## src/rtl/quat_if_pkg.sv

```systemverilog
package quat_if_pkg;

  typedef enum logic [1:0] {
    MODE_PAR_MST = 2'b00,
    MODE_PAR_SLV = 2'b01,
    MODE_SER_MAG = 2'b10,
    MODE_SER_SGN = 2'b11
  } quat_mode_e;

  function automatic logic is_serial(quat_mode_e m);
    return m[1];
  endfunction

  // {second, first} bit order for serial receive shifting
  function automatic logic [1:0] ser_split(logic [1:0] q, logic sgn_first);
    return sgn_first ? {q[0], q[1]} : {q[1], q[0]};
  endfunction

  // rebuild {sign, mag} from serial bits in arrival order
  function automatic logic [1:0] ser_join(logic first, logic second, logic sgn_first);
    return sgn_first ? {first, second} : {second, first};
  endfunction

endpackage

```

## src/rtl/quat_sym_timer.sv

```systemverilog
module quat_sym_timer
  import quat_if_pkg::*;
#(
  parameter int unsigned SYM_DIV = 4
) (
  input  logic       clk_i,
  input  logic       rst_ni,
  input  quat_mode_e mode_i,
  output quat_mode_e mode_o,
  output logic       last_o,
  output logic       bit_end_o,
  output logic       mode_chg_o,
  output logic       qclk_o,
  output logic       bclk_o
);
  localparam int unsigned CW   = (SYM_DIV > 2) ? $clog2(SYM_DIV) : 1;
  localparam int unsigned HALF = SYM_DIV / 2;
  localparam int unsigned QTR  = SYM_DIV / 4;

  logic [CW-1:0] cnt_q;
  logic [CW-1:0] bit_pos;
  quat_mode_e    mode_q;

  assign last_o     = (cnt_q == CW'(SYM_DIV - 1));
  assign bit_end_o  = (cnt_q == CW'(HALF - 1));
  assign mode_chg_o = last_o && (mode_i != mode_q);
  assign qclk_o     = (cnt_q < CW'(HALF));
  assign bit_pos    = (cnt_q >= CW'(HALF)) ? cnt_q - CW'(HALF) : cnt_q;
  assign bclk_o     = (bit_pos < CW'(QTR));
  assign mode_o     = mode_q;

  always_ff @(posedge clk_i or negedge rst_ni) begin
    if (!rst_ni) begin
      cnt_q  <= '0;
      mode_q <= MODE_PAR_MST;
    end else begin
      cnt_q <= last_o ? '0 : cnt_q + 1'b1;
      if (last_o) mode_q <= mode_i;
    end
  end
endmodule

```

## src/rtl/quat_edge_sync.sv

```systemverilog
module quat_edge_sync #(
  parameter int unsigned STAGES = 2
) (
  input  logic clk_i,
  input  logic rst_ni,
  input  logic async_i,
  output logic rise_o
);
  logic [STAGES-1:0] sync_q;
  logic              prev_q;

  always_ff @(posedge clk_i or negedge rst_ni) begin
    if (!rst_ni) begin
      sync_q <= '0;
      prev_q <= 1'b0;
    end else begin
      sync_q <= {sync_q[STAGES-2:0], async_i};
      prev_q <= sync_q[STAGES-1];
    end
  end

  assign rise_o = sync_q[STAGES-1] & ~prev_q;
endmodule

```

## src/rtl/quat_rx_path.sv

```systemverilog
module quat_rx_path
  import quat_if_pkg::*;
(
  input  logic       clk_i,
  input  logic       rst_ni,
  input  quat_mode_e mode_i,
  input  logic       last_i,
  input  logic       bit_end_i,
  input  logic       mode_chg_i,
  input  logic       rise_i,
  input  logic       bclk_i,
  input  logic [1:0] rx_quat_i,
  output logic       rx_stb_o,
  output logic [1:0] pin_rq_o
);
  logic       slave, serial;
  logic [1:0] rq_q;
  logic [1:0] sh_q;

  assign slave    = (mode_i == MODE_PAR_SLV);
  assign serial   = is_serial(mode_i);
  assign rx_stb_o = !mode_chg_i && (slave ? rise_i : last_i);

  always_ff @(posedge clk_i or negedge rst_ni) begin
    if (!rst_ni) begin
      rq_q <= '0;
      sh_q <= '0;
    end else if (mode_chg_i) begin
      rq_q <= '0;
      sh_q <= '0;
    end else begin
      if (rx_stb_o) rq_q <= rx_quat_i;
      if (serial && rx_stb_o)       sh_q <= ser_split(rx_quat_i, mode_i[0]);
      else if (serial && bit_end_i) sh_q <= {1'b0, sh_q[1]};
    end
  end

  assign pin_rq_o = serial ? {sh_q[0], bclk_i} : rq_q;
endmodule

```

## src/rtl/quat_tx_path.sv

```systemverilog
module quat_tx_path
  import quat_if_pkg::*;
#(
  parameter int unsigned STAGES = 2
) (
  input  logic       clk_i,
  input  logic       rst_ni,
  input  quat_mode_e mode_i,
  input  logic       last_i,
  input  logic       bit_end_i,
  input  logic       mode_chg_i,
  input  logic       rise_i,
  input  logic [1:0] pin_tq_i,
  output logic [1:0] tx_quat_o,
  output logic       tx_stb_o
);
  logic [1:0] tq_sync_q [STAGES];
  logic       first_q;
  logic       stb_q;
  logic [1:0] quat_q;
  logic       slave, serial;

  assign slave  = (mode_i == MODE_PAR_SLV);
  assign serial = is_serial(mode_i);

  always_ff @(posedge clk_i or negedge rst_ni) begin
    if (!rst_ni) begin
      for (int s = 0; s < STAGES; s++) tq_sync_q[s] <= '0;
    end else begin
      tq_sync_q[0] <= pin_tq_i;
      for (int s = 1; s < STAGES; s++) tq_sync_q[s] <= tq_sync_q[s-1];
    end
  end

  always_ff @(posedge clk_i or negedge rst_ni) begin
    if (!rst_ni) begin
      first_q <= 1'b0;
      stb_q   <= 1'b0;
      quat_q  <= '0;
    end else if (mode_chg_i) begin
      first_q <= 1'b0;
      stb_q   <= 1'b0;
    end else if (slave) begin
      stb_q <= rise_i;
      if (rise_i) quat_q <= tq_sync_q[STAGES-1];
    end else begin
      if (serial && bit_end_i) first_q <= pin_tq_i[1];
      stb_q <= last_i;
      if (last_i)
        quat_q <= serial ? ser_join(first_q, pin_tq_i[1], mode_i[0]) : pin_tq_i;
    end
  end

  assign tx_stb_o  = stb_q;
  assign tx_quat_o = quat_q;
endmodule

```

## src/rtl/quat_if.sv

```systemverilog
module quat_if
  import quat_if_pkg::*;
#(
  parameter int unsigned SYM_DIV     = 4,
  parameter int unsigned SYNC_STAGES = 2
) (
  input  logic       clk_i,
  input  logic       rst_ni,
  input  logic [1:0] mode_i,
  output logic [1:0] tx_quat_o,
  output logic       tx_stb_o,
  input  logic [1:0] rx_quat_i,
  output logic       rx_stb_o,
  output logic       qclk_o,
  input  logic       pin_tbclk_i,
  input  logic       pin_rbclk_i,
  input  logic [1:0] pin_tq_i,
  output logic [1:0] pin_rq_o
);
  quat_mode_e mode_q;
  logic       last, bit_end, mode_chg, bclk;
  logic [1:0] ext_clk, ext_rise;

  assign ext_clk = {pin_rbclk_i, pin_tbclk_i};

  quat_sym_timer #(.SYM_DIV(SYM_DIV)) u_timer (
    .clk_i      (clk_i),
    .rst_ni     (rst_ni),
    .mode_i     (quat_mode_e'(mode_i)),
    .mode_o     (mode_q),
    .last_o     (last),
    .bit_end_o  (bit_end),
    .mode_chg_o (mode_chg),
    .qclk_o     (qclk_o),
    .bclk_o     (bclk)
  );

  // index 0: transmit clock, index 1: receive clock
  for (genvar g = 0; g < 2; g++) begin : g_sync
    quat_edge_sync #(.STAGES(SYNC_STAGES)) u_sync (
      .clk_i   (clk_i),
      .rst_ni  (rst_ni),
      .async_i (ext_clk[g]),
      .rise_o  (ext_rise[g])
    );
  end

  quat_tx_path #(.STAGES(SYNC_STAGES)) u_tx (
    .clk_i      (clk_i),
    .rst_ni     (rst_ni),
    .mode_i     (mode_q),
    .last_i     (last),
    .bit_end_i  (bit_end),
    .mode_chg_i (mode_chg),
    .rise_i     (ext_rise[0]),
    .pin_tq_i   (pin_tq_i),
    .tx_quat_o  (tx_quat_o),
    .tx_stb_o   (tx_stb_o)
  );

  quat_rx_path u_rx (
    .clk_i      (clk_i),
    .rst_ni     (rst_ni),
    .mode_i     (mode_q),
    .last_i     (last),
    .bit_end_i  (bit_end),
    .mode_chg_i (mode_chg),
    .rise_i     (ext_rise[1]),
    .bclk_i     (bclk),
    .rx_quat_i  (rx_quat_i),
    .rx_stb_o   (rx_stb_o),
    .pin_rq_o   (pin_rq_o)
  );
endmodule

```

## config.mk

```make
export PLATFORM = sky130hd
export DESIGN_NAME = quat_if
export DESIGN_NICKNAME = d
export VERILOG_FILES = /design/src/rtl/quat_if_pkg.sv /design/src/rtl/quat_sym_timer.sv /design/src/rtl/quat_edge_sync.sv /design/src/rtl/quat_rx_path.sv /design/src/rtl/quat_tx_path.sv /design/src/rtl/quat_if.sv
export SDC_FILE = /design/constraint.sdc
export NUM_CORES = 1
export LEC_CHECK = 0
export BUFFER_PORTS_ARGS = -buffer_cell sky130_fd_sc_hd__buf_4
export CELL_PAD_IN_SITES_DETAIL_PLACEMENT = 0
export CELL_PAD_IN_SITES_GLOBAL_PLACEMENT = 1
export CORE_ASPECT_RATIO = 1.2
export CORE_UTILIZATION = 42
export DETAILED_ROUTE_END_ITERATION = 7
export PLACE_DENSITY = 0.73
export REMOVE_ABC_BUFFERS = 1
export SLEW_MARGIN = 30
export SYNTH_ARGS = -nofsm -noshare
export SYNTH_HDL_FRONTEND = slang
export SYNTH_SLANG_ARGS = --single-unit
```

## constraint.sdc

```tcl
create_clock -name clk_i -period 2 [get_ports clk_i]
set_input_delay 0.1 -clock clk_i [delete_from_list [all_inputs] [get_ports clk_i]]
set_output_delay 0.1 -clock clk_i [all_outputs]
set_load 0.02 [all_outputs]
```

; ---- Yosys cells after proc, flatten, opt, wreduce, memory -nomap -nowiden
; Index checks and enable logic that the tools add are counted.
[classes]
add_sub_neg = 2
order_cmp = 3
eq_ne = 6
n_mux = 20
bitwise_logic = 5
n_reduce_logical = 11
[ops]
columns = op, n
row1 = 2-to-1 mux 2 bit, 14
row2 = 2-to-1 mux 1 bit, 6
row3 = nonzero test 2 bit, 3
row4 = == test 2 x 1 -> 1 bit (second input constant), 2
row5 = logical AND 1 bit, 4
row6 = NOT 1 bit, 3
row7 = AND reduction 3 bit, 1
row8 = nonzero test 3 bit, 1
row9 = adder 2 x 1 -> 2 bit (second input constant), 1
row10 = bitwise AND 1 bit, 2
row11 = == test 2 bit (second input constant), 1
row12 = greater-or-equal comparator 2 bit (second input constant), 1
row13 = < comparator 2 x 1 -> 1 bit (second input constant), 1
row14 = < comparator 2 bit (second input constant), 1
row15 = inequality test 2 x 1 -> 1 bit (second input constant), 1
row16 = inequality test 2 bit, 1
row17 = inequality test 2 bit (second input constant), 1
row18 = AND reduction 2 bit, 1
row19 = subtractor 2 bit (second input constant), 1
row20 = logical NOT 1 bit, 1
[totals]
ff_bits = 22
inputBits = 10
out_inout_bits = 7
word_cells = 60

; ---- Logic depth before layout (Yosys ltp)
[depth]
word_depth = 7
depth_mapped = 6
mapped_depth_nobuf = 6

; ---- By module
; Synthesis repeated with hierarchy kept, for this count alone.
[unflattened]
hier_cells = 73
area_unflattened_um2 = 963.4
[modules_own_cells]
columns = module, instances, cells_per_inst, area_per_inst_um2, seq_area_each_um2
row1 = quat_tx_path, 1, 21, 304.0, 200.2
row2 = quat_rx_path, 1, 27, 276.5, 100.1
row3 = quat_sym_timer, 1, 17, 205.2, 100.1
row4 = quat_edge_sync, 2, 4, 88.8, 75.1

; ---- Worst setup path before layout
; OpenSTA, ideal clock, no wires.
[synth_timing]
path_type = register to register
startpoint = register u_timer.mode_q[1], in the netlist u_timer.mode_o[1]
endpoint = register u_tx.quat_q[0], in the netlist u_tx.tx_quat_o[0]
setup_ps = 128
arrival_ps = 1492
t_required_ps = 1872
path_slack_ps = 380
path_stages_with_launch = 6
n_path_buf = 1
period_less_slack_ps = 1620
path_cell_list = dfrtp_1 > buf_6 > nand2b_4 > or3b_4 > a21oi_4 > mux2_1
[synth_between]
elab_chain_len = 4
word_cells_on_any_way = 10
cone_classes = 3 x eq/ne / 3 x mux / 1 x bitwise / 3 x reduce/logical
[synth_rtl]
columns = element, line
row1 = "start, declared", quat_sym_timer.sv:22  ; quat_mode_e mode_q;
row2 = "start signal, assigned", quat_sym_timer.sv:38  ; if (last_o) mode_q <= mode_i;
row3 = "parallel branches: the longest is 4 deep, another holds AND reduction 3 bit", -
row4 = "end signal, assigned", quat_tx_path.sv:45  ; if (rise_i) quat_q <= tq_sync_q[STAGES-1];
row5 = "end signal, assigned", quat_tx_path.sv:50  ; quat_q <= serial ? ser_join(first_q, pin_tq_i[1], mode_i[0]) : pin_tq_i;
row6 = "end, declared", quat_tx_path.sv:20  ; logic [1:0] quat_q;
; Several ways; the timed one is not identified. The select of a mux whose other input is x is not followed.
; A chain may end at the register's enable or synchronous reset.

; ---- Final worst setup path
[layout_timing]
startpoint = register u_timer.cnt_q[0]
endpoint = output port rx_stb_o
[layout_between]
elab_chain_len = 4
word_cells_on_any_way = 5
cone_classes = 1 x eq/ne / 1 x mux / 3 x reduce/logical
[layout_rtl]
columns = element, line
row1 = "start, declared", quat_sym_timer.sv:20  ; logic [CW-1:0] cnt_q;
row2 = "start signal, assigned", quat_sym_timer.sv:37  ; cnt_q <= last_o ? '0 : cnt_q + 1'b1;
row3 = == test 2 bit (*), quat_sym_timer.sv:24  ; assign last_o = (cnt_q == CW'(SYM_DIV - 1));
row4 = logical AND 1 bit, quat_sym_timer.sv:26  ; assign mode_chg_o = last_o && (mode_i != mode_q);
row5 = logical NOT 1 bit, quat_rx_path.sv:22  ; assign rx_stb_o = !mode_chg_i && (slave ? rise_i : last_i);
row6 = logical AND 1 bit (*), quat_rx_path.sv:22
row7 = "end, declared", quat_if.sv:13  ; output logic rx_stb_o,
; Mark *: on every way between the ends. The rest lies on a longest branch, timed or not.

==> flow_metrics.py <==
metrics = {
    "status": {
        "status": "finished clean",
    },
    "global_route": {
        "grt_usage_pct": 17.0,
        "grt_pass1_wl_um": 2790,
        "grt_max_degree": 23,
        "grt_pass1_vias": 646,
        "antenna_found_initial": 0,
        "grt_overflow_total": 0,
    },
    "placement": {
        "hpwl_um": 1150,
        "port_buffers": 16,
        "placedInstanceArea_mm2": 0.00109,
        "routabilityCongestion": 0.735,
    },
    "final_layout": {
        "nets": 109,
        "design_area_mm2": 0.00120,
        "area_growth_pct": 27.4,
        "layout-drive-gt1-share_pct": 35.4,
        "num_antenna_cells": 0,
        "num-fill-cells": 195,
    },
    "routing": {
        "dr.pass1.iters": 4,
        "drt-vias-per-instance": 4.87,
        "wl_per_cell_um": 12.8,
        "wl_um": 1620,
        "drtIter0Drc": 5,
        "drc": 0,
        "detail-route-antenna-nets": 0,
        "via_count": 614,
    },
    "hold_path": {
        "hold_depth": 2,
        "hold_path_startpoint": "mode_i[1]",
        "min_to": "u_timer.mode_o[1]$_DFFE_PN0N_",
        "hold_path_class": "input port to register",
    },
    "setup_path": {
        "arrival_ns": 1.66,
        "r2r_cells": 4,
        "crit_fanout": 8,
        "r2r_slack_ns": 0.29,
        "r2r-start": "u_timer.mode_o[0]$_DFFE_PN0N_",
        "critPathRequiredTime_ns": 1.90,
        "crit_path_end_kind": "output port",
        "reg2reg_to": "u_tx.tx_quat_o[0]$_DFFE_PN0P_",
        "worstSetupPathType": "register to output port",
        "critPathLaunchType": "register",
    },
    "logic_synthesis": {
        "ys_ff_latch": 22,
        "synth.top_cell.area_share_pct": 58.3,
        "syn-cell-area_um2": 945,
        "yosys_most_used_dff": "dfrtp_1",
        "async_flop_share_pct": 100,
        "avgSynthCellArea_um2": 12.9,
        "yosys-top-cells-count": "dfrtp_1 (22), a21oi_1 (5), mux2_2 (5), nor2_1 (5)",
        "synth.area.top_cells": "dfrtp_1 (58%), mux2_2 (6.0%), mux2i_1 (4.2%)",
        "ys_seq_area_share_pct": 58.3,
        "synthMostInstantiatedCell": "dfrtp_1",
        "syn_inst": 73,
        "yosys_warnings": 0,
        "synth-edff-count": 0,
        "synth_top_area_cell": "dfrtp_1",
        "yosys.cell_types.count": 25,
    },
    "floorplan": {
        "die_area_mm2": 0.00244,
        "die_x_um": 45.3,
        "start_util_pct": 45.1,
        "dieHeight_um": 54.0,
        "coreArea_mm2": 0.00209,
        "ios": 17,
        "rows": 18,
    },
    "cts": {
        "cts_made_buffers": 3,
        "post_cts.repair.setup_buffers": 0,
        "cts_htree_levels": 1,
        "cts_root_buf": "clkbuf_4",
        "clock-sinks": 22,
        "cts_tree": "yes",
        "clock_path_buffers": 2,
        "clk_latency_ns": 0.31,
        "cts.clk_slew.worst_paths_ns": 0.12,
    },
    "timing": {
        "slew_headroom_pct": 75.7,
        "min_period_ns": 1.76,
        "fin_crit_sh_pct": 88.0,
        "worstMarginPinSlew_ns": 0.365,
        "slew_violations": 0,
        "fin_setup_tns_ns": 0,
        "max_clock_freq_mhz": 568,
        "setup-violations-final": 0,
        "fin_worst_skew_ns": 0.00101,
        "finalHoldViolations": 0,
        "rsz0062_at_grt": "false",
    },
    "power_and_ir_drop": {
        "p_clk_share_pct": 34.8,
        "peakVddDrop_v": 0.000478,
        "p_seq_share_pct": 51.1,
        "p_switching_mw": 0.216,
        "p_leak_nw": 0.554,
        "p_total_mw": 0.969,
        "p_comb_share_pct": 14.1,
        "p_int_mw": 0.752,
        "p_sw_share_pct": 22.3,
        "powerDensity_mw_per_mm2": 805,
    },
    "flow_run": {
        "drv_cap": 0,
    },
}
## per-layer routing
layer / track usage [%] / part of all wire (%) / vias up / wire length (um)
met5: 0 / 0 / - / 0
li1: - / - / 292 / -
met3: 4.03 / 2.4 / 4 / 39
met4: 9.09 / 2.1 / 0 / 34
met1: 20.2 / 43 / 304 / 700
met2: 28.3 / 52 / 14 / 844
## sequential cells by signal (all words and copies together) (netlist names)
| register | flops |
|---|---|
| u_rx.rq_q | 2 |
| u_tx.tx_stb_o | 1 |
| g_sync.u_sync.sync_q | 4 |
| u_tx.first_q | 1 |
| u_timer.cnt_q | 2 |
| g_sync.u_sync.prev_q | 2 |
| u_rx.sh_q | 2 |
| u_tx.tx_quat_o | 2 |
| u_tx.tq_sync_q | 4 |
| u_timer.mode_o | 2 |
## repair_timing
item / 4_1_cts / 5_1_grt
hold buffers: 5 / 0
endpoints found under the setup margin: 0 / 1
endpoints found under the hold margin: 26 / 0
gates resized for setup: 0 / 2
## cell families (layout without fill, tap and decap cells)
kind of cell	Yosys count	count (layout)	share of synthesized area, %
DFF	22	22	58.3
and+or+nand+nor	17	17	10.3
muxes	12	12	15.0
AOI/OAI and AO/OA	10	10	7.55
buffers and inverters	8	31	4.37
adders and majority gates	2	2	2.65
xor gates and xnor gates	2	2	1.85
## layout make-up
class | count | area, um2 | area share (%)
clock buffers | 3 | 22.5 | 1.87
clock inverters | 1 | 30.0 | 2.49
inverters | 4 | 15.0 | 1.25
multi-input cells | 43 | 363 | 30.1
flip-flops and latches | 22 | 551 | 45.7
well taps | 30 | 37.5 | 3.12
repair buffers | 23 | 185 | 15.4
## cells in the final DEF, fill, tap and decap left out, drive strengths merged
cell / synthesis / layout
mux4: 1 / 1
o21a: 1 / 1
o21ai: 1 / 1
or3b: 1 / 1
nor4bb: 1 / 1
nand2: 4 / 4
xnor2: 2 / 2
dlygate4sd3: 0 / 5
inv: 4 / 4
buf: 2 / 18
mux2i: 4 / 4
nor2: 5 / 5
bufinv: 0 / 1
a31oi: 1 / 1
nand3b: 1 / 1
dfrtp: 22 / 22
nand2b: 1 / 1
a21oi: 6 / 6
ha: 2 / 2
mux2: 7 / 7
nor2b: 1 / 1
nand3: 3 / 3
a21boi: 1 / 1
clkbuf: 2 / 3
## worst max-delay path, stage by stage, from the launching register on
cell and delay [ns]:
dfrtp_1 0.44, ha_1 0.32, a21oi_2 0.33, nor2_1 0.10
buf_4 0.17
## worst max-delay path by stage
| stage | cells after the start | startpoint | endpoint | slack, ns |
|---|---|---|---|---|
| floorplan | 4 | u_timer.mode_o[1]$_DFFE_PN0N_ | u_tx.tx_quat_o[0]$_DFFE_PN0P_ | 0.28 |
| global placement | 4 | u_timer.mode_o[0]$_DFFE_PN0N_ | u_tx.tx_quat_o[1]$_DFFE_PN0P_ | 0.35 |
| detailed placement | 4 | u_timer.mode_o[0]$_DFFE_PN0N_ | u_tx.tx_quat_o[0]$_DFFE_PN0P_ | 0.31 |
| CTS | 4 | u_timer.cnt_q[0]$_DFF_PN0_ | rx_stb_o | 0.04 |
| global route | 5 | u_timer.mode_o[1]$_DFFE_PN0N_ | rx_stb_o | 0.06 |
| finish | 4 | u_timer.cnt_q[0]$_DFF_PN0_ | rx_stb_o | 0.24 |
## power groups by stage
stage / sequential (mW) / combinational [mW] / clock [mW]
finish: 0.495 / 0.137 / 0.337
floorplan: 0.521 / 0.0492 / 0
CTS: 0.496 / 0.138 / 0.354
global placement: 0.504 / 0.128 / 0
detailed placement: 0.505 / 0.130 / 0
global route: 0.501 / 0.150 / 0.375
## per-stage QoR
step	cells	setup slack (ns)	utilization, %	hold slack, ns
4_1_cts	126	0.0381	57.0	0.0221
3_5_place_dp	117	0.310	52.1	0.000912
2_1_floorplan	69	0.276	-	-0.196
3_3_place_gp	117	0.350	52.1	0.000791
5_1_grt	126	0.0557	57.5	0.0162
6_report	126	0.240	57.5	0.0377
Note: power is estimated with default switching activity, not from simulation.
